<file path="src/rtl/mbox_rx_fifo.sv">
module mbox_rx_fifo #(
  parameter int DEPTH = 8
) (
  input  logic        clk,
  input  logic        rst_n,
  input  logic        reg_wen,
  input  logic [5:0]  reg_addr,
  input  logic [31:0] reg_wdata,
  output logic [31:0] reg_rdata,
  input  logic        push_valid,
  input  logic [7:0]  push_id,
  input  logic [63:0] push_msg,
  output logic        push_full,
  output logic        irq
);
  localparam int PW = (DEPTH > 1) ? $clog2(DEPTH) : 1;
  localparam int EW = 8 + 64;
  localparam logic [PW-1:0] LAST = PW'(DEPTH - 1);

  localparam logic [5:0] A_ID   = 6'h00;
  localparam logic [5:0] A_LO   = 6'h04;
  localparam logic [5:0] A_HI   = 6'h08;
  localparam logic [5:0] A_POP  = 6'h0C;
  localparam logic [5:0] A_CLR  = 6'h10;
  localparam logic [5:0] A_STAT = 6'h14;
  localparam logic [5:0] A_PEND = 6'h18;
  localparam logic [5:0] A_MASK = 6'h1C;
  localparam logic [5:0] A_DEP  = 6'h24;

  logic [EW-1:0] mem [DEPTH];
  logic [PW-1:0] wr_ptr, rd_ptr;
  logic          full, pend;
  logic [4:0]    mask;

  wire empty  = (wr_ptr == rd_ptr) && !full;
  wire rst_wr = reg_wen && reg_addr == A_CLR && reg_wdata == 32'd0;
  wire pop_wr = reg_wen && reg_addr == A_POP && reg_wdata[0];
  wire clr_wr = reg_wen && reg_addr == A_PEND && reg_wdata[0];
  wire push   = push_valid && !full && !rst_wr;
  wire pop    = pop_wr && !empty && !rst_wr;

  wire [PW-1:0] wr_nxt = (wr_ptr == LAST) ? '0 : wr_ptr + 1'b1;
  wire [PW-1:0] rd_nxt = (rd_ptr == LAST) ? '0 : rd_ptr + 1'b1;
  wire [EW-1:0] head   = empty ? '0 : mem[rd_ptr];

  always_ff @(posedge clk) begin
    if (push) mem[wr_ptr] <= {push_id, push_msg};
  end

  always_ff @(posedge clk or negedge rst_n) begin
    if (!rst_n) begin
      wr_ptr <= '0;
      rd_ptr <= '0;
      full   <= 1'b0;
    end else if (rst_wr) begin
      wr_ptr <= '0;
      rd_ptr <= '0;
      full   <= 1'b0;
    end else begin
      if (push) wr_ptr <= wr_nxt;
      if (pop)  rd_ptr <= rd_nxt;
      if (push && !pop && wr_nxt == rd_ptr) full <= 1'b1;
      else if (pop && !push)                full <= 1'b0;
    end
  end

  always_ff @(posedge clk or negedge rst_n) begin
    if (!rst_n) begin
      mask <= 5'h1F;
      pend <= 1'b0;
    end else begin
      if (reg_wen && reg_addr == A_MASK) mask <= reg_wdata[4:0];
      pend <= clr_wr ? 1'b0 : (pend || (!empty && !mask[0]));
    end
  end

  always_comb begin
    case (reg_addr)
      A_ID:    reg_rdata = {24'd0, head[EW-1 -: 8]};
      A_LO:    reg_rdata = head[31:0];
      A_HI:    reg_rdata = head[63:32];
      A_STAT:  reg_rdata = {8'(rd_ptr), 8'(wr_ptr), 15'd0, full};
      A_PEND:  reg_rdata = {31'd0, pend};
      A_MASK:  reg_rdata = {27'd0, mask};
      A_DEP:   reg_rdata = 32'(DEPTH - 1);
      default: reg_rdata = 32'd0;
    endcase
  end

  assign push_full = full;
  assign irq       = pend;

  assert_full_refuses_R1: assert property (@(posedge clk) disable iff (!rst_n)
    (full && push_valid && !rst_wr && !pop_wr) |=> (wr_ptr == $past(wr_ptr) && full));
  assert_ptr_range_R1: assert property (@(posedge clk) disable iff (!rst_n)
    (wr_ptr <= LAST && rd_ptr <= LAST));
  assert_empty_pop_R3: assert property (@(posedge clk) disable iff (!rst_n)
    (empty && pop_wr && !push_valid) |=> (rd_ptr == $past(rd_ptr) && empty));
  assert_full_ptrs_R4: assert property (@(posedge clk) disable iff (!rst_n)
    full |-> (wr_ptr == rd_ptr));
  assert_fifo_reset_R6: assert property (@(posedge clk) disable iff (!rst_n)
    rst_wr |=> (wr_ptr == '0 && rd_ptr == '0 && !full));
  assert_masked_quiet_R7: assert property (@(posedge clk) disable iff (!rst_n)
    (!pend && mask[0]) |=> !pend);
  assert_clear_R8: assert property (@(posedge clk) disable iff (!rst_n)
    clr_wr |=> !irq);
endmodule

</file>
<file path="config.mk">
export PLATFORM = sky130hd
export DESIGN_NAME = mbox_rx_fifo
export DESIGN_NICKNAME = d
export VERILOG_FILES = /design/src/rtl/mbox_rx_fifo.sv
export SDC_FILE = /design/constraint.sdc
export NUM_CORES = 1
export LEC_CHECK = 0
export BUFFER_PORTS_ARGS = -buffer_cell sky130_fd_sc_hd__buf_2
export CORE_UTILIZATION = 54
export CTS_CLUSTER_SIZE = 10
export DETAILED_ROUTE_END_ITERATION = 10
export GPL_ROUTABILITY_DRIVEN = 0
export PLACE_DENSITY = 0.84
export SETUP_SLACK_MARGIN = 0.05
export SYNTH_ARGS = -nofsm -noshare
export SYNTH_HDL_FRONTEND = slang
export SYNTH_SLANG_ARGS = --single-unit
</file>
<file path="constraint.sdc">
create_clock -name clk -period 7.4 [get_ports clk]
set_input_delay 0.37 -clock clk [delete_from_list [all_inputs] [get_ports clk]]
set_output_delay 0.37 -clock clk [all_outputs]
set_load 0.05 [all_outputs]
</file>
==> results of run 1 <==
-- metal layers --
layer	track usage	wire length [um]	up-vias
li1	-	-	4773
met1	0.2927	18410	5852
met2	0.3944	25310	530
met3	0.05208	3926	110
met4	0.08123	1280	10
met5	0	63	-
-- cells by family after synthesis --
logic type | count (synthesis)
buffers and inverters | 57
adder cells (fa/ha/maj) | 4
multiplexers | 225
AND/OR/NAND/NOR | 96
flip-flops | 589
XOR/XNOR | 4
AO/OA/AOI/OAI | 69
-- Yosys cell counts (2+ instances only) --
cell type and instances:
o32a_1 2, mux2i_1 79, a22oi_1 7, nor2_1 36, a211o_1 4, dfrtp_1 8
buf_1 7, xor2_1 3, o21ai_0 10, nor3b_1 3, buf_2 23, or3_1 2
dfstp_2 5, nor3_1 8, a21oi_1 8, or3b_2 2, nor4b_1 2, mux4_2 136
a21o_1 2, nor4_1 8, edfxtp_1 576, a31oi_1 2, o22ai_1 4, or2_1 3
nand4_1 2, nand2b_1 3, nor2b_1 5, and3_1 3, a2111oi_2 2, buf_4 2
o22a_1 21, mux2_2 10, nand2_1 10, buf_6 2, ha_1 4, a22o_1 2
clkbuf_1 22
-- registers in the layout, summed over array words and instances, names as in the netlist --
signal,count
mem,576
mask,5
rd_ptr,3
wr_ptr,3
irq,1
push_full,1
-- critical path, stage by stage, from the launching register on --
cell	delay (ns)
dfrtp_4	0.89
buf_4	0.86
mux4_2	0.43
mux2i_1	0.16
nor2_1	0.07
a311oi_1	0.55
o22ai_1	0.19
buf_2	0.25
-- cell type report --
class                      instances  area, sq um
antenna                           10        25.02
inverter                           1        3.754
multi-input combinational        398         5147
clock inverter                     7        88.84
timing repair buffer             166        893.4
clock buffer                      86         1833
fill                            2686        15640
sequential                       589        17640
tap                              539        674.4
-- power by group through the flow --
stage	Sequential, mW	Combinational (mW)	Clock [mW]
floorplan	3.91	0.460	0
global placement	3.93	0.607	0
detailed placement	3.95	0.627	0
CTS	3.88	0.632	3.01
global route	3.89	0.671	3.12
finish	3.88	0.623	2.96
-- path summary, 6_finish.rpt --
kind	start	end	cells past startpoint
setup / recovery	rd_ptr[1]$_DFFE_PN0P_	reg_rdata[2]	7
hold / removal	reg_wdata[3]	mask[3]$_DFFE_PN1P_	2
setup reg to reg	push_full$_DFFE_PN0P_	mem[7][35]$_DFFE_PP_	4
hold reg to reg	irq$_DFF_PN0_	irq$_DFF_PN0_	1
max in group asynchronous	rst_n	mask[2]$_DFFE_PN1P_	2
min in group asynchronous	rst_n	push_full$_DFFE_PN0P_	2
==> qor.yml, run 1 <==
status:
  status: "complete, no violations"
grt:
  grt_pass1_wl_mm: 72.90
  grt_pass1_vias: 11840
  grt_max_degree: 116
  grt_antenna_before_repair: 17
  gr-total-overflow: 0
  grt_use_total: 0.2311
drt:
  drc: 0
  vias_per_cell: 6.278
  drt_wl_total_mm: 48.99
  drt_iter0_markers: 1243
  firstDrtPassIters: 5
  wire_per_inst_um: 27.28
  ant_nets: 0
  vias: 11280
cells_and_area:
  final_common_cell: "edfxtp_1"
  stdcell_area_sq_mm: 0.02631
  post-route-util: 0.6271
  fin_cells: 1796
  drive_gt1_frac: 0.3304
  final_cell_mix: "edfxtp_1, buf_2, mux4_2, mux2i_1, clkbuf_16"
  nets: 1343
  syn_to_final_growth_pct: 14.42
pwr:
  swShare: 0.2180
  p_per_area_mw_per_mm2: 283.9
  switchingPower_mw: 1.628
  clkPwrFrac: 0.397
  power.leakage_nw: 8.321
  vdd.ir_drop.worst_uv: 207.2
  internal_power_mw: 5.839
  comb_power_share: 0.083
  seqPwrFrac: 0.520
  finalPower_mw: 7.468
synth:
  synth-simple-area-share: 0.02286
  synthFlopType: "edfxtp_1"
  synthXorXnorAreaFrac: 0.001524
  synth-adder-area-share: 0.002177
  synth_area_leader_cell: "edfxtp_1"
  synth_nets: 1162
  synth_async_sr_flop_share: 0.02207
  netlist_area_sq_mm: 0.02299
  syn_avg_cell_area_sq_um: 22.02
  synth_compound_area_frac: 0.02264
  seq_area_frac_synth: 0.7667
  synth.yosys.warnings: 0
  yosysTopAreaCellShare: 0.7523
  synth_top_family_by_area: "multiplexers"
  synth_edf_count: 576
  synth.mux.area_fraction: 0.1725
  ys_top_cells_by_area: "edfxtp_1, mux4_2, mux2i_1"
  synth_cell_types: 53
  synthCells: 1044
  synth_seq_cells: 589
timing:
  tightestPinTransition_ns: 1.191
  setup_ws_ns: 2.999
  finalClockSkew_ns: 0.01124
  hold_slack_ns: 0.05592
  hold_viol_final: 0
  clock.fmax_ghz: 0.2272
  timing.setup.tns_ns: 0
  period_minus_slack_ns: 4.401
  final.period_utilization: 0.5948
  maxSlewViolCount: 0
  setup_viol_count_final: 0
  relSlewSlack: 0.2063
  rsz0062_at_grt: "no"
die:
  fp-row-count: 75
  initial_core_util: 0.5481
  die_w_um: 208.3
  die_h_um: 208.3
  design.core.area_sq_mm: 0.04195
  die-area_sq_mm: 0.04341
  io_pins: 148
clocking:
  cts_setup_buffers: 0
  cts_sinks: 589
  ctsRootBufferMaster: "clkbuf_16"
  cts_max_path_buffers: 3
  clk_latency_ns: 0.58
  path_clk_slew_ns: 0.05
  post_cts_resized: 0
  cts_buffers: 69
  cts_tree: "done"
  cts-htree-levels: 3
  cts_hold_buffers: 1
placed_design:
  dp.cells: 1692
  dp_slack_ns: 3.662
  io_buffers: 147
  hpwl_mm: 27.24
  placed_area_sq_mm: 0.02435
worst_setup_path:
  cp_data_required_time_ns: 7.03
  cp_max_fo: 68
  cp-start-kind: "flip-flop"
  cp.arrival_ns: 4.03
  r2r_slack_ns: 3.95
  end_kind: "output pin"
  criticalPathCategory: "flip-flop to output pin"
job:
  max_cap_violations: 0
min_path:
  holdCritPathClass: "primary input to flip-flop"
Power figures use the tool's default switching activity.
==> inputs of run 2 (changes only) <==
--- a/config.mk
+++ b/config.mk
@@ -5,12 +5,13 @@
 export SDC_FILE = /design/constraint.sdc
 export NUM_CORES = 1
 export LEC_CHECK = 0
+export ABC_AREA = 1
 export BUFFER_PORTS_ARGS = -buffer_cell sky130_fd_sc_hd__buf_2
-export CORE_UTILIZATION = 54
+export CORE_UTILIZATION = 55
 export CTS_CLUSTER_SIZE = 10
 export DETAILED_ROUTE_END_ITERATION = 10
 export GPL_ROUTABILITY_DRIVEN = 0
-export PLACE_DENSITY = 0.84
+export PLACE_DENSITY = 0.85
 export SETUP_SLACK_MARGIN = 0.05
 export SYNTH_ARGS = -nofsm -noshare
 export SYNTH_HDL_FRONTEND = slang
==> constraint.sdc (replaced) <==
create_clock -name clk -period 3.9 [get_ports clk]
set_input_delay 0.195 -clock clk [delete_from_list [all_inputs] [get_ports clk]]
set_output_delay 0.195 -clock clk [all_outputs]
set_load 0.05 [all_outputs]
==> qor.yml, run 2 <==
status:
  status: "complete, no violations"
drt:
  drt_iter0_markers: 2581  # +110%
  drc: 0  # unchanged
  wire_per_inst_um: 21.42  # -21%
  vias_per_cell: 6.068  # -3.3%
  drt_wl_total_mm: 60.92  # +24%
  firstDrtPassIters: 6  # +1
  vias: 17260  # +53%
  ant_nets: 0  # unchanged
placed_design:
  hpwl_mm: 31.88  # +17%
  io_buffers: 147  # unchanged
synth:
  synth_cell_types: 26  # -51%
  synth_nets: 2150  # +85%
  synth_async_sr_flop_share: 0.02207  # unchanged
  synth_edf_count: 576  # unchanged
  synth_top_cells_by_count: "nand2_1, edfxtp_1, nand3_1"
  synth_seq_cells: 589  # unchanged
  synthCells: 2032  # +95%
  synth.yosys.warnings: 0  # unchanged
  synth.most_common_cell: "nand2_1"
  ys_top_cells_by_area: "edfxtp_1, nand3_1, nand2_1"
  syn_avg_cell_area_sq_um: 11.86  # -46%
  synthFlopType: "edfxtp_1"
  synth_area_leader_cell: "edfxtp_1"
  seq_area_frac_synth: 0.7315  # -0.03527
  yosysTopAreaCellShare: 0.7177  # -0.03461
  netlist_area_sq_mm: 0.02410  # +4.8%
timing:
  setup_viol_count_final: 0  # unchanged
  period_minus_slack_ns: 3.430
  timing.setup.tns_ns: 0  # unchanged
  tightestPinTransition_ns: 1.324  # +0.1329 ns
  relSlewSlack: 0.1177  # -0.08862
  clock.fmax_ghz: 0.2915
  finalClockSkew_ns: 0.02475  # +0.01351 ns
  hold_viol_final: 0  # unchanged
  final.period_utilization: 0.8795
  rsz0062_at_grt: "no"
  maxSlewViolCount: 0  # unchanged
pwr:
  power.leakage_nw: 10.35  # +24%
  swShare: 0.2537  # +0.03563
  vdd.ir_drop.worst_uv: 308.2  # +49%
  internal_power_mw: 10.99  # +88%
  clkPwrFrac: 0.379  # -0.018
  p_per_area_mw_per_mm2: 522.0  # +84%
  comb_power_share: 0.127  # +0.044
  finalPower_mw: 14.72  # +97%
  seqPwrFrac: 0.493  # -0.027
  switchingPower_mw: 3.734  # +130%
worst_setup_path:
  criticalPathCategory: "flip-flop to output pin"
  cp.arrival_ns: 3.24  # -0.79 ns
  cp_data_required_time_ns: 3.70  # -3.33 ns
  cp-start-kind: "flip-flop"
  cp_max_fo: 62  # -8.8%
  end_kind: "output pin"
clocking:
  path_clk_slew_ns: 0.06  # about the same
  cts_buffers: 69  # unchanged
  clk_latency_ns: 0.58  # about the same
  cts_sinks: 589  # unchanged
  ctsRootBufferMaster: "clkbuf_16"
  cts-htree-levels: 3  # unchanged
  cts_max_path_buffers: 3  # unchanged
  cts_setup_buffers: 0  # unchanged
  cts_tree: "done"
grt:
  top_usage_layer: "met2"
  grt_pass1_wl_mm: 94.81  # +30%
  grt_pass1_vias: 17530  # +48%
  gr-total-overflow: 0  # unchanged
  grt_antenna_before_repair: 5  # -12
  groute.layer.met3.usage: 0.06023  # +0.008153
  grt_use_total: 0.2771  # +0.04602
  grt_max_degree: 226  # +95%
  use_met2: 0.4470  # +0.05261
  use_met1: 0.3526  # +0.05991
cells_and_area:
  largest_register_ffs: 576  # unchanged
  nets: 2355  # +75%
  final_common_cell: "nand2_1"
  final_cell_mix: "nand2_1, edfxtp_1, nand3_1, buf_2, nor2_1"
  drive_gt1_frac: 0.1288  # -0.2016
  regMostFlops: "mem"
  reg.largest.list: "mem x576, mask x5"
  fillers: 2831  # +5.4%
  syn_to_final_growth_pct: 17.03
min_path:
  holdCritPathClass: "primary input to async pin"
die:
  io_pins: 148  # unchanged
  fp-row-count: 76  # +1.3%
  die_h_um: 211.3  # +1.4%
  die-area_sq_mm: 0.04466  # +2.9%
  design.core.area_sq_mm: 0.04317  # +2.9%
  initial_core_util: 0.5582  # +0.01013
  die_w_um: 211.3  # +1.4%
job:
  max_cap_violations: 0  # unchanged
[run 2: changes by cell type in the layout (fill, tap and decap cells not counted), sizes merged, moves of 21 or more]
cell,previous run,this run
dlygate4sd3,1,79
mux2i,79,0
mux4,136,0
nand2,10,628
nand3,1,477
nor2,36,101
o21ai,11,42
o22a,21,0
[run 2: final timing paths]
kind / end / start / slack (ns) / cells after the start
setup / recovery: reg_rdata[20] / rd_ptr[1]$_DFFE_PN0P_ / 0.47 / 8
hold / removal: irq$_DFF_PN0_ / rst_n / 0.05 / 2
setup reg to reg: mem[3][59]$_DFFE_PP_ / push_full$_DFFE_PN0P_ / 1.21 / 6
hold reg to reg: irq$_DFF_PN0_ / irq$_DFF_PN0_ / 0.58 / 2
max in group asynchronous: mask[1]$_DFFE_PN1P_ / rst_n / 3.55 / 2
min in group clk: irq$_DFF_PN0_ / reg_wen / 0.05 / 4
[run 2: layout make-up]
cell class	instances	area [sq um]	area share
Multi-Input combinational cell	1298	5784	0.2051
Clock buffer	81	1836	0.06508
Antenna cell	7	17.52	0.0006211
Sequential cell	589	17640	0.6253
Clock inverter	5	51.30	0.001819
Inverter	17	73.82	0.002617
Tap cell	585	732.0	0.02595
Timing Repair Buffer	262	2072	0.07347
[run 2: power by group through the flow]
stage	combinational [mW]	clock (mW)	sequential [mW]
2_1_floorplan	1.21	0	7.34
4_1_cts	1.83	5.60	7.26
3_3_place_gp	1.67	0	7.37
3_5_place_dp	1.74	0	7.38
5_1_grt	2.03	5.85	7.27
6_report	1.88	5.58	7.26
[run 2: timing repair]
action	4_1_cts	5_1_grt
hold buffers	79	0
resized for setup	0	0
hold endpoints to repair	595	0
[run 2: cells by family (layout without fill, tap and decap cells)]
logic type      count (synthesis)  after routing  synth area share
simple gates                 1236           1236            0.2202
flops                         589            589            0.7315
buf+inv                       145            365           0.03234
compound gates                 51             51           0.01080
mux                             5              5          0.002336
fa+ha+maj                       4              4          0.002077
xor+xnor                        2              2         0.0007270
other cells                     0              7                 0
[run 2: worst max-delay path, cell delays in order, from the launching register on]
cell	delay, ns
dfrtp_4	0.76
buf_4	0.72
o21ai_0	0.26
o22ai_1	0.23
nand2_1	0.08
nand2_1	0.11
nand3_1	0.07
nand2_1	0.12
buf_2	0.27
[run 2: routing by layer]
layer | vias up | routed length [um] | part of all wire
met2 | 1254 | 29760 | 0.49
met4 | 2 | 2663 | 0.044
met3 | 254 | 6441 | 0.11
met5 | - | 13 | 0.00021
met1 | 8160 | 22030 | 0.36
li1 | 7587 | - | -
[run 2: per-stage QoR]
step                setup WS (ns)  cells  instance area, sq um  hold WS [ns]    util
finish                     0.4700   2844                 28200       0.04820  0.6533
global route               0.3600   2841                 28200       0.07570  0.6531
CTS                        0.5112   2837                 28190       0.02047  0.6529
detailed placement          1.129   2672                 25510       0.09816  0.5909
global placement            1.162   2672                 25510       0.09439  0.5909
floorplan                 -0.5345   2032                 24140       -0.1006       -
